### src/rtl/sopc_pkg.sv
package sopc_pkg;
  // Tie-off value of a disabled pin: the lead literal kills the term,
  // any other literal is neutral for the AND.
  function automatic logic tie_value(input int lit);
    return (lit == 0) ? 1'b0 : 1'b1;
  endfunction
endpackage

### src/rtl/sopc_cfg_chain.sv
module sopc_cfg_chain #(
  parameter int LEN = 16
) (
  input  logic           clk,
  input  logic           rst,
  input  logic           shift_en,
  input  logic           ser_in,
  output logic           ser_out,
  output logic [LEN-1:0] bits
);
  logic [LEN-1:0] sr_q;

  always_ff @(posedge clk) begin
    if (rst) begin
      sr_q <= '0;
    end else if (shift_en) begin
      sr_q <= {ser_in, sr_q[LEN-1:1]};
    end
  end

  assign bits    = sr_q;
  assign ser_out = sr_q[0];
endmodule

### src/rtl/sopc_pin_gate.sv
module sopc_pin_gate #(
  parameter bit TIE = 1'b1
) (
  input  logic sig,
  input  logic keep,
  output logic pin
);
  assign pin = keep ? sig : TIE;
endmodule

### src/rtl/sopc_nand.sv
module sopc_nand #(
  parameter int W = 4
) (
  input  logic [W-1:0] a,
  output logic         y
);
  assign y = ~(&a);
endmodule

### src/rtl/sopc_cell.sv
module sopc_cell #(
  parameter int TERMS = 4,
  parameter int LITS  = 4
) (
  input  logic                  clk,
  input  logic                  rst,
  input  logic                  cfg_en,
  input  logic                  cfg_in,
  output logic                  cfg_out,
  input  logic [TERMS*LITS-1:0] din,
  output logic                  dout
);
  import sopc_pkg::*;

  localparam int N_PINS = TERMS * LITS;

  logic [N_PINS-1:0] cfg_q;
  logic [N_PINS-1:0] pin_v;
  logic [TERMS-1:0]  term_n;

  sopc_cfg_chain #(.LEN(N_PINS)) u_chain (
    .clk      (clk),
    .rst      (rst),
    .shift_en (cfg_en),
    .ser_in   (cfg_in),
    .ser_out  (cfg_out),
    .bits     (cfg_q)
  );

  for (genvar t = 0; t < TERMS; t++) begin : g_term
    for (genvar l = 0; l < LITS; l++) begin : g_lit
      sopc_pin_gate #(.TIE(tie_value(l))) u_pin (
        .sig  (din[t*LITS+l]),
        .keep (cfg_q[t*LITS+l]),
        .pin  (pin_v[t*LITS+l])
      );
    end
    sopc_nand #(.W(LITS)) u_first (
      .a (pin_v[t*LITS +: LITS]),
      .y (term_n[t])
    );
  end

  sopc_nand #(.W(TERMS)) u_second (
    .a (term_n),
    .y (dout)
  );
endmodule

### config.mk
export PLATFORM = sky130hd
export DESIGN_NAME = sopc_cell
export DESIGN_NICKNAME = d
export VERILOG_FILES = /design/src/rtl/sopc_pkg.sv /design/src/rtl/sopc_cfg_chain.sv /design/src/rtl/sopc_pin_gate.sv /design/src/rtl/sopc_nand.sv /design/src/rtl/sopc_cell.sv
export SDC_FILE = /design/constraint.sdc
export NUM_CORES = 1
export LEC_CHECK = 0
export BUFFER_PORTS_ARGS = -buffer_cell sky130_fd_sc_hd__buf_4
export CORE_MARGIN = 4
export CORE_UTILIZATION = 47
export CTS_CLUSTER_SIZE = 25
export DETAILED_ROUTE_END_ITERATION = 8
export PLACE_DENSITY = 0.82
export SYNTH_ARGS = -nofsm -noshare
export SYNTH_HDL_FRONTEND = slang
export SYNTH_SLANG_ARGS = --single-unit
### constraint.sdc
create_clock -name clk -period 2.1 [get_ports clk]
set_input_delay 0.63 -clock clk [delete_from_list [all_inputs] [get_ports clk]]
set_output_delay 0.63 -clock clk [all_outputs]
set_load 0.1 [all_outputs]
* After elaboration in Yosys (flattened, before gate mapping) *
Cells that the tools add are included.

word-level totals
  word-level logic and storage cells = 27
  register bits = 16
  input port bits = 20
  output and inout bits = 2

cells by class
  bitwise operators = 5
  mux-type cells = 16
  reduce and logical (&&, ||, !) cells = 5

operator list
  operator          count
  $reduce_and 4->1  5
  $mux 1            16
  $not 1->1         5

* Logic depth before layout (Yosys ltp) *
Gate-level depths: netlist (run 1).

  word-level depth = 5
  mapped depth = 4
  mapped depth without buffers = 3

* By module *
From an unflattened synthesis (run 1), not the netlist that was laid out.

unflattened totals
  cells, all modules = 74
  area, all modules = 719.4 um^2

by module, submodules not included
  module          area each (um^2)  cells each  seq. area each (um^2)  times used
  sopc_cfg_chain  588.1             53          320.3                  1
  sopc_pin_gate   6.3               1           0.0                    16
  sopc_nand       6.3               1           0.0                    5

* Worst setup path after synthesis (run 1) *
Ideal clock, no wire load.

  path kind = flip-flop to output port
  from = register u_chain.sr_q[0], in the netlist u_chain.bits[0]
  to = output port dout
  data required time = 1470 ps
  buffers on the path = 0
  data arrival time = 2110 ps
  setup slack = -640 ps
  cell stages (with the launch flop) = 4
  path through = dfxtp_1 > nand2_1 > a2111oi_0 > or4_1

on the way
  word-level cells in the longest chain between the ends = 5

ends and longest elaborated chain
  item                    line                  RTL
  start, declared         sopc_cfg_chain.sv:11  logic [LEN-1:0] sr_q;
  start signal, assigned  sopc_cfg_chain.sv:17  sr_q <= {ser_in, sr_q[LEN-1:1]};
  $mux 1                  sopc_pin_gate.sv:8    assign pin = keep ? sig : TIE;
  $reduce_and 4->1        sopc_nand.sv:7        assign y = ~(&a);
  $not 1->1               sopc_nand.sv:7
  $reduce_and 4->1        sopc_nand.sv:7
  $not 1->1               sopc_nand.sv:7
  end, declared           sopc_cell.sv:11       output logic dout

Every way passes these cells.

* Final worst setup path (run 1) *
  from = input port din[2]
  to = output port dout

on the way
  word-level cells in the longest chain between the ends = 5

ends and longest elaborated chain
  item              line                RTL
  start, declared   sopc_cell.sv:10     input logic [TERMS*LITS-1:0] din,
  $mux 1            sopc_pin_gate.sv:8
  $reduce_and 4->1  sopc_nand.sv:7
  $not 1->1         sopc_nand.sv:7
  $reduce_and 4->1  sopc_nand.sv:7
  $not 1->1         sopc_nand.sv:7

Every way passes these cells.

==> results.toml, run 1 <==
[run_status]
status = "finished with violations"
failed_checks = "negative setup slack"

[hold_path]
worst_hold_path.endpoint = "u_chain.bits[0]"
timing.hold.worst.start = "u_chain.bits[0]"
min_path_cells = 2
hold_path_class = "flip-flop to flip-flop"

[routing]
drt_first_pass_iters = 4
detail_route.vias_per_cell = 5.14
antenna_violating_nets_post_route = 0
routedWlPerCell_um = 13.9
wirelength_um = 1550
num_vias = 570
dr.first_iter.drc_count = 7
drc = 0

[clock_network]
cts_inserted_buffers = 3
postCtsSetupBuffers = 0
cts_max_path_buffers = 2
cts.root.buffer_cell = "sky130_fd_sc_hd__clkbuf_4"
path_clk_slew_ps = 90
tritoncts = "done"
clock-sinks = 16
htree_levels = 1
worstSkewPairLatency_ps = 280

[floorplanning]
die_height_um = 46.3
area_inside_the_core_boundary_um2 = 1330
rows = 13
die_area_um2 = 2140
floorplan.die.width_um = 46.3
ios = 22
effective_utilization_at_floorplan = 0.516

[place]
finalWeightedCongestion = 0.712
placedCellCount = 110
hpwl_um = 1060
dpl_cell_area_um2 = 888
numPortBuffers = 21
dpl_worst_slack_ps = -336

[cells_and_area]
finalNetCount = 118
number_of_flip_flops_in_the_largest_register = 16
num_antenna_cells = 0
finalInstanceArea_um2 = 965
final_core_utilization = 0.723
final_layout_size_suffix_gt1_frac = 0.396
area_added_between_synthesis_and_finish_pct = 40.2
layoutNonFillerInstCount = 111

[setup_path]
cp-start-kind = "primary input"
r2r_slack_ps = 1360
worst-endpoint-arrival_ps = 1660
r2r-end = "u_chain.bits[5]"
critical_path.reg2reg.startpoint = "u_chain.bits[6]"
end_kind = "primary output"
crit_path_max_fanout = 1
worst-r2r-cell-count = 3
crit_type = "primary input to primary output"
crit_required_ps = 1470

[global_route]
grt.overflow.total = 0
grt_start_max_net_pins = 17
grt_first_pass_wirelength_um = 2620
grt_use_total = 0.178
grt_antenna_before_repair = 0
grt_pass1_vias = 604

[synthesis]
number_of_synthesized_flops_with_an_enable_pin = 0
synth_top_cells_by_area = "sky130_fd_sc_hd__dfxtp_1 (47%), sky130_fd_sc_hd__mux2i_1 (23%), sky130_fd_sc_hd__nor2_1 (8.7%)"
synth_area_leader_cell = "sky130_fd_sc_hd__dfxtp_1"
synthDistinctLibCells = 14
ys_top_cells_by_count = "sky130_fd_sc_hd__dfxtp_1 (16), sky130_fd_sc_hd__mux2i_1 (16), sky130_fd_sc_hd__nor2_1 (16)"
post_synthesis_cell_area_um2 = 688
synth-seq-cells = 16
post-synth-top-area-fraction = 0.465
syn-instance-count = 73
synthesis.area_per_instance_um2 = 9.43
synth_flop_cell = "sky130_fd_sc_hd__dfxtp_1"
post_synthesis_sequential_area_ratio = 0.465
synthesized_nets = 93
yosys_warnings = 0
asyncSetResetFlopFracSynth = 0

[sta]
final.min_clock_period_ps = 2290
maxSlewHeadroom = 0.767
clock_skews_ps = 1.75
timing.fmax_ghz = 0.436
post_route_clock_period_utilization = 1.09
slew_violations = 0
final_critical_path_setup_slack_ps = -193
number_of_failing_hold_endpoints_at_the_final_stage = 0
worst_pin_slew_ps = 349
timing.final.setup_violations = 1
setup_repair_after_global_routing_missed_its_margin = "yes"

[flow_run]
cap_violations = 0

[power]
post-layout-total-power_uw = 521
p_leak_uw = 0.000448
power.density_nw_per_um2 = 540
peakVddDrop_mv = 0.357
==> repair_timing <==
item,CTS,global route
gates resized for setup,15,2
endpoints found under the setup margin,1,1
pin swaps,4,1
hold buffers,0,0
==> layout by cell type (no fill, tap or decap), types with 3 or more instances in the layout <==
| master | count |
|---|---|
| sky130_fd_sc_hd__clkbuf_4 | 3 |
| sky130_fd_sc_hd__mux2i_1 | 16 |
| sky130_fd_sc_hd__dfxtp_1 | 15 |
| sky130_fd_sc_hd__and2b_1 | 3 |
| sky130_fd_sc_hd__nor2b_2 | 4 |
| sky130_fd_sc_hd__a2111oi_2 | 3 |
| sky130_fd_sc_hd__nor2_1 | 16 |
| sky130_fd_sc_hd__nand2_1 | 4 |
| sky130_fd_sc_hd__inv_1 | 4 |
| sky130_fd_sc_hd__buf_4 | 22 |
==> through the flow <==
stage / setup TNS (ps) / hold WS [ps]
6_report: -193 / 520
5_1_grt: -219 / 566
4_1_cts: -239 / 520
3_5_place_dp: -336 / 499
3_3_place_gp: -327 / 481
2_1_floorplan: -63.1 / 475
==> report_power, final <==
group	total [uW]	switching (uW)	internal [uW]
sequential	307	1.96	305
clock	159	92.9	66.5
combinational	53.8	21.7	32.1
==> per-layer routing <==
layer / global-route usage / part of all wire / vias to the layer above
met2: 0.308 / 0.52 / 20
met1: 0.191 / 0.40 / 259
li1: - / - / 289
met5: 0 / 0 / -
met3: 0.0586 / 0.063 / 2
met4: 0.0909 / 0.0084 / 0
==> how the worst max path moves through the flow <==
stage	startpoint	to	slack, ps	cells past startpoint
finish	din[2]	dout	-190	5
global route	din[2]	dout	-220	5
CTS	din[2]	dout	-240	5
detailed placement	din[2]	dout	-340	5
global placement	din[6]	dout	-330	6
floorplan	din[2]	dout	-60	3
==> worst max-delay path, cell delays in order <==
cell and delay (ps):
sky130_fd_sc_hd__buf_6 90, sky130_fd_sc_hd__and2b_1 220, sky130_fd_sc_hd__a2111oi_4 40, sky130_fd_sc_hd__or4_4 500, sky130_fd_sc_hd__buf_12 180
==> final cells by class <==
class / count / area [um2]
Multi-Input combinational cell: 49 / 390
Fill cell: 103 / 369
Sequential cell: 16 / 322
Timing Repair Buffer: 24 / 196
Clock buffer: 3 / 22.5
Tap cell: 15 / 18.8
Inverter: 4 / 15.0
==> cell families after synthesis <==
family | share of synthesized area
buf+inv | 0.0509
simple gates | 0.198
compound gates | 0.0527
flops | 0.465
mux | 0.233
No activity file was read; power rests on OpenSTA's default activity.
==> run 2: changes to the inputs <==
--- a/config.mk
+++ b/config.mk
@@ -7,8 +7,8 @@
 export LEC_CHECK = 0
-export BUFFER_PORTS_ARGS = -buffer_cell sky130_fd_sc_hd__buf_4
-export CORE_MARGIN = 4
-export CORE_UTILIZATION = 47
+export CORE_AREA = 4 4 41 43
 export CTS_CLUSTER_SIZE = 25
 export DETAILED_ROUTE_END_ITERATION = 8
-export PLACE_DENSITY = 0.82
+export DIE_AREA = 0 0 45 47
+export DONT_BUFFER_PORTS = 1
+export PLACE_DENSITY = 0.74
 export SYNTH_ARGS = -nofsm -noshare
==> constraint.sdc (replaced) <==
create_clock -name clk -period 2.37 [get_ports clk]
set_input_delay 0.3555 -clock clk [delete_from_list [all_inputs] [get_ports clk]]
set_output_delay 0.3555 -clock clk [all_outputs]
set_load 0.1 [all_outputs]
==> run 2 against run 1 <==
  * The run now ends clean
  * Sequential share of layout area grew 11 points
  * Combinational power is 80% lower
  * Global-route usage decreased by 5.5 points
  * Count of clock-buffer cells in the layout stayed put
  * Critical path type is now flip-flop to primary output
  * Highest routed layer unchanged
  * First-iteration DRC count down 57%
==> results.toml, run 2 (same netlist as run 1, synthesis figures left out) <==
[setup_path]
crit_path_max_fanout = 3
cp-start-kind = "flip-flop"
end_kind = "primary output"
crit_required_ps = 2010
crit_type = "flip-flop to primary output"
r2r_slack_ps = 1470
worst-endpoint-arrival_ps = 1600

[place]
dpl_cell_area_um2 = 698
hpwl_um = 849
finalWeightedCongestion = 0.652
numPortBuffers = 0

[cells_and_area]
layout.filler_cells = 123
area_added_between_synthesis_and_finish_pct = 4.73
finalInstanceArea_um2 = 721
final_layout_size_suffix_gt1_frac = 0.0685
layout.cells.most_common_list = "sky130_fd_sc_hd__mux2i_1 (16), sky130_fd_sc_hd__nor2_1 (16), sky130_fd_sc_hd__dfxtp_1 (16)"
finalNetCount = 95
number_of_flip_flops_in_the_largest_register = 16
num_antenna_cells = 0

[clock_network]
cts-hold-fix-buffers = 0
clock-sinks = 16
worstSkewPairLatency_ps = 270
cts.repair.resized = 0
htree_levels = 1
path_clk_slew_ps = 90
cts_inserted_buffers = 3
tritoncts = "done"
postCtsSetupBuffers = 0
cts_max_path_buffers = 2
cts.root.buffer_cell = "sky130_fd_sc_hd__clkbuf_4"

[sta]
timing.setup.tns_ps = 0
timing.fmax_ghz = 0.512
number_of_failing_hold_endpoints_at_the_final_stage = 0
timing.final.setup_violations = 0
slew_violations = 0
clock_skews_ps = 4.20
setup_repair_after_global_routing_missed_its_margin = "no"
post_route_clock_period_utilization = 0.823
maxSlewHeadroom = 0.685
worst_pin_slew_ps = 461
final.min_clock_period_ps = 1950

[power]
peakVddDrop_mv = 0.403
p_leak_uw = 0.000325
power.density_nw_per_um2 = 579

[floorplanning]
area_inside_the_core_boundary_um2 = 1300
die_area_um2 = 2120
ios = 22
floorplan.die.width_um = 45
effective_utilization_at_floorplan = 0.529
die_height_um = 47
rows = 13

[global_route]
grt_antenna_before_repair = 0
grt.overflow.total = 0
grt_pass1_vias = 473
grt_use_total = 0.124
grt_first_pass_wirelength_um = 1870
grt_start_max_net_pins = 17

[routing]
wirelength_um = 1140
antenna_violating_nets_post_route = 0
dr.first_iter.drc_count = 3
routedWlPerCell_um = 12.9
num_vias = 465
detail_route.vias_per_cell = 5.28
drc = 0
drt_first_pass_iters = 4

[run_status]
status = "finished clean"

[hold_path]
hold_path_class = "primary input to flip-flop"

[flow_run]
cap_violations = 0
==> run 2: cell types whose count changed in the layout (fill, tap and decap cells not counted) <==
cell and change:
sky130_fd_sc_hd__dfxtp_1 +1, sky130_fd_sc_hd__dfxtp_2 -1, sky130_fd_sc_hd__a2111oi_0 +3, sky130_fd_sc_hd__a2111oi_1 +1
sky130_fd_sc_hd__nor2b_4 -1, sky130_fd_sc_hd__buf_12 -1, sky130_fd_sc_hd__nor2b_1 +5, sky130_fd_sc_hd__a2111oi_2 -3
sky130_fd_sc_hd__a2111oi_4 -1, sky130_fd_sc_hd__buf_4 -21, sky130_fd_sc_hd__nor2b_2 -4, sky130_fd_sc_hd__buf_6 -1
==> run 2: cell type report <==
type / instances / area, um2 / area share
Multi-Input combinational cell: 49 / 337 / 0.467
Sequential cell: 16 / 320 / 0.444
Clock buffer: 3 / 22.5 / 0.0313
Tap cell: 15 / 18.8 / 0.0260
Inverter: 4 / 15.0 / 0.0208
Timing Repair Buffer: 1 / 7.51 / 0.0104
==> run 2: critical path, stage by stage (launching register included) <==
cell and delay [ps]:
sky130_fd_sc_hd__dfxtp_1 330, sky130_fd_sc_hd__nor2b_1 130, sky130_fd_sc_hd__a2111oi_0 460, sky130_fd_sc_hd__or4_4 410
==> run 2: routing by layer <==
metal | global-route usage | routed length, um | vias up
met5 | 0 | 0 | -
met4 | 0.0702 | 14 | 0
met3 | 0.0498 | 91 | 2
met2 | 0.192 | 491 | 12
met1 | 0.145 | 539 | 208
li1 | - | - | 243
==> run 2: through the flow <==
stage | std cells | total power [uW] | hold slack, ps | utilization | setup WS (ps)
CTS | 88 | 420 | 135 | 0.554 | 369
global placement | 85 | 289 | 430 | 0.537 | 645
detailed placement | 85 | 289 | 432 | 0.537 | 616
floorplan | 73 | 299 | 475 | - | 249
global route | 88 | 436 | 122 | 0.554 | 305
finish | 88 | 417 | 138 | 0.554 | 419
==> run 2: final timing paths <==
path	from	end	depth (start not counted)
worst min register to register	u_chain.bits[5]	u_chain.bits[5]	2
worst min-delay path	rst	u_chain.bits[5]	1
worst max register to register	u_chain.bits[0]	u_chain.bits[0]	3
worst max-delay path	u_chain.bits[6]	dout	3
==> run 2: power breakdown <==
part	internal [uW]	switching [uW]
Sequential	271	1.38
Combinational	8.31	2.47
Clock	58.8	75.8
Total	338	79.6
==> run 3: changes to the inputs <==
- clock period: 2.37 -> 1.95 ns (I/O delays scaled with it)
==> run 3 against run 2 <==
  * Clock skew decreased by 0.61 ps
  * Final area up 3.3%
  * Hold slack got worse by 75 ps
  * Cell count grew 1.1%
  * Global-route usage down 0.42 points
  * Routed wire length is 4.4% higher
  * Worst setup slack lost 360 ps
  * Die area unchanged
  * Count of clock-buffer cells in the layout up 1
  * First-iteration DRC count increased by 100%
  * Clock power increased by 59%
==> results.toml, run 3 (same netlist as run 1, synthesis figures left out) <==
[setup_path]
worst-endpoint-arrival_ps = 1600
critical_path.reg2reg.startpoint = "u_chain.bits[0]"
timing.critical_path.slowest_stage_cell = "sky130_fd_sc_hd__a2111oi_1"
r2r-end = "u_chain.bits[0]"
crit_type = "flip-flop to primary output"
end_kind = "primary output"
crit_path_max_fanout = 3
worst-r2r-cell-count = 3
crit_required_ps = 1660
r2r_slack_ps = 1070
timing.critical_path.slowest_cell_delay_ps = 450
cp-start-kind = "flip-flop"
critical_path_cell_by_cell = "nor2b_1 > a2111oi_1 > or4_4"

[cells_and_area]
area_added_between_synthesis_and_finish_pct = 8.18
final_core_utilization = 0.572
layout.cells.most_common_list = "sky130_fd_sc_hd__mux2i_1 (16), sky130_fd_sc_hd__nor2_1 (16), sky130_fd_sc_hd__dfxtp_1 (15)"
final_layout_size_suffix_gt1_frac = 0.108
number_of_flip_flops_in_the_largest_register = 16
finalNetCount = 95
num_antenna_cells = 0

[sta]
worst_pin_slew_ps = 442
timing.setup.tns_ps = 0
post_route_clock_period_utilization = 0.970
slew_violations = 0
setup_repair_after_global_routing_missed_its_margin = "no"
final.min_clock_period_ps = 1890
clock_skews_ps = 3.59
number_of_failing_hold_endpoints_at_the_final_stage = 0
timing.fmax_ghz = 0.529
timing.final.setup_violations = 0
maxSlewHeadroom = 0.704

[routing]
routedWlPerCell_um = 13.3
antenna_violating_nets_post_route = 0
drt_first_pass_iters = 4
detail_route.vias_per_cell = 5.43
num_vias = 483
dr.first_iter.drc_count = 6
drc = 0
wirelength_um = 1190

[floorplanning]
die_area_um2 = 2120
effective_utilization_at_floorplan = 0.529
area_inside_the_core_boundary_um2 = 1300
ios = 22
floorplan.die.width_um = 45
die_height_um = 47
rows = 13

[clock_network]
htree_levels = 1
cts_inserted_buffers = 3
cts.root.buffer_cell = "sky130_fd_sc_hd__clkbuf_4"
clock-sinks = 16
postCtsSetupBuffers = 0
path_clk_slew_ps = 90
worstSkewPairLatency_ps = 280
cts_max_path_buffers = 2
cts-hold-fix-buffers = 0
tritoncts = "done"

[place]
hpwl_um = 936
finalWeightedCongestion = 0.660
numPortBuffers = 0

[hold_path]
timing.hold.worst.start = "rst"
worst_hold_path.endpoint = "u_chain.bits[0]"
min_path_cells = 1
hold_path_class = "primary input to flip-flop"

[power]
power.density_nw_per_um2 = 750
post-layout-total-power_uw = 559
peakVddDrop_mv = 0.372
p_leak_uw = 0.000334

[global_route]
grt_pass1_vias = 435
grt_start_max_net_pins = 17
grt_antenna_before_repair = 0
grt_first_pass_wirelength_um = 1850
grt_use_total = 0.119
grt.overflow.total = 0

[flow_run]
cap_violations = 0

[run_status]
status = "finished clean"
[run 3: cell count changes in the layout (fill, tap and decap cells not counted), sizes merged]
cell / change
clkbuf: +1
[run 3: worst max-delay path, delay by kind of cell (launching register included)]
kind	cells	cell delay, ps
flops	1	330
simple gates	2	540
compound gates	1	450
[run 3: how the worst max path moves through the flow]
stage                      from    to  slack [ps]  depth (start not counted)
2_1_floorplan   u_chain.bits[0]  dout         200                          3
3_3_place_gp    u_chain.bits[2]  dout         300                          3
3_5_place_dp    u_chain.bits[6]  dout         310                          3
4_1_cts        u_chain.bits[14]  dout          20                          3
5_1_grt         u_chain.bits[9]  dout          10                          3
6_report        u_chain.bits[6]  dout          60                          3
[run 3: where the power goes]
| group | switching, uW | leakage [uW] | internal (uW) |
|---|---|---|---|
| combinational | 3.82 | 0.000183 | 10.1 |
| clock | 100 | 0.0000210 | 114 |
| sequential | 1.88 | 0.000130 | 329 |
[run 3: metal layers]
metal | wire length, um | up-vias | part of all wire | track usage
met5 | 0 | - | 0 | 0
met3 | 79 | 2 | 0.067 | 0.0345
met4 | 19 | 0 | 0.016 | 0.0526
met1 | 547 | 220 | 0.46 | 0.148
met2 | 540 | 15 | 0.46 | 0.192
li1 | - | 246 | - | -
[run 3: final cells by class]
| class | count | area [um2] |
|---|---|---|
| multi-input cells | 49 | 345 |
| repair buffers | 1 | 7.51 |
| fillers | 125 | 557 |
| flip-flops and latches | 16 | 322 |
| well taps | 15 | 18.8 |
| inverters | 4 | 15.0 |
| clock buffers | 4 | 36.3 |
[run 3: repair_timing]
action | in CTS | in global routing
resized for setup | 2 | 2
endpoints found under the setup margin | 1 | 1
pin swaps | 1 | 1
[run 3: stage by stage]
stage	cells	setup slack (ps)	hold slack (ps)	cell area, um2
floorplan	73	205	440	693
global placement	85	296	360	699
detailed placement	85	307	362	699
CTS	89	24.3	57.7	738
global route	89	11.9	49.1	744
finish	89	58.3	63.7	744
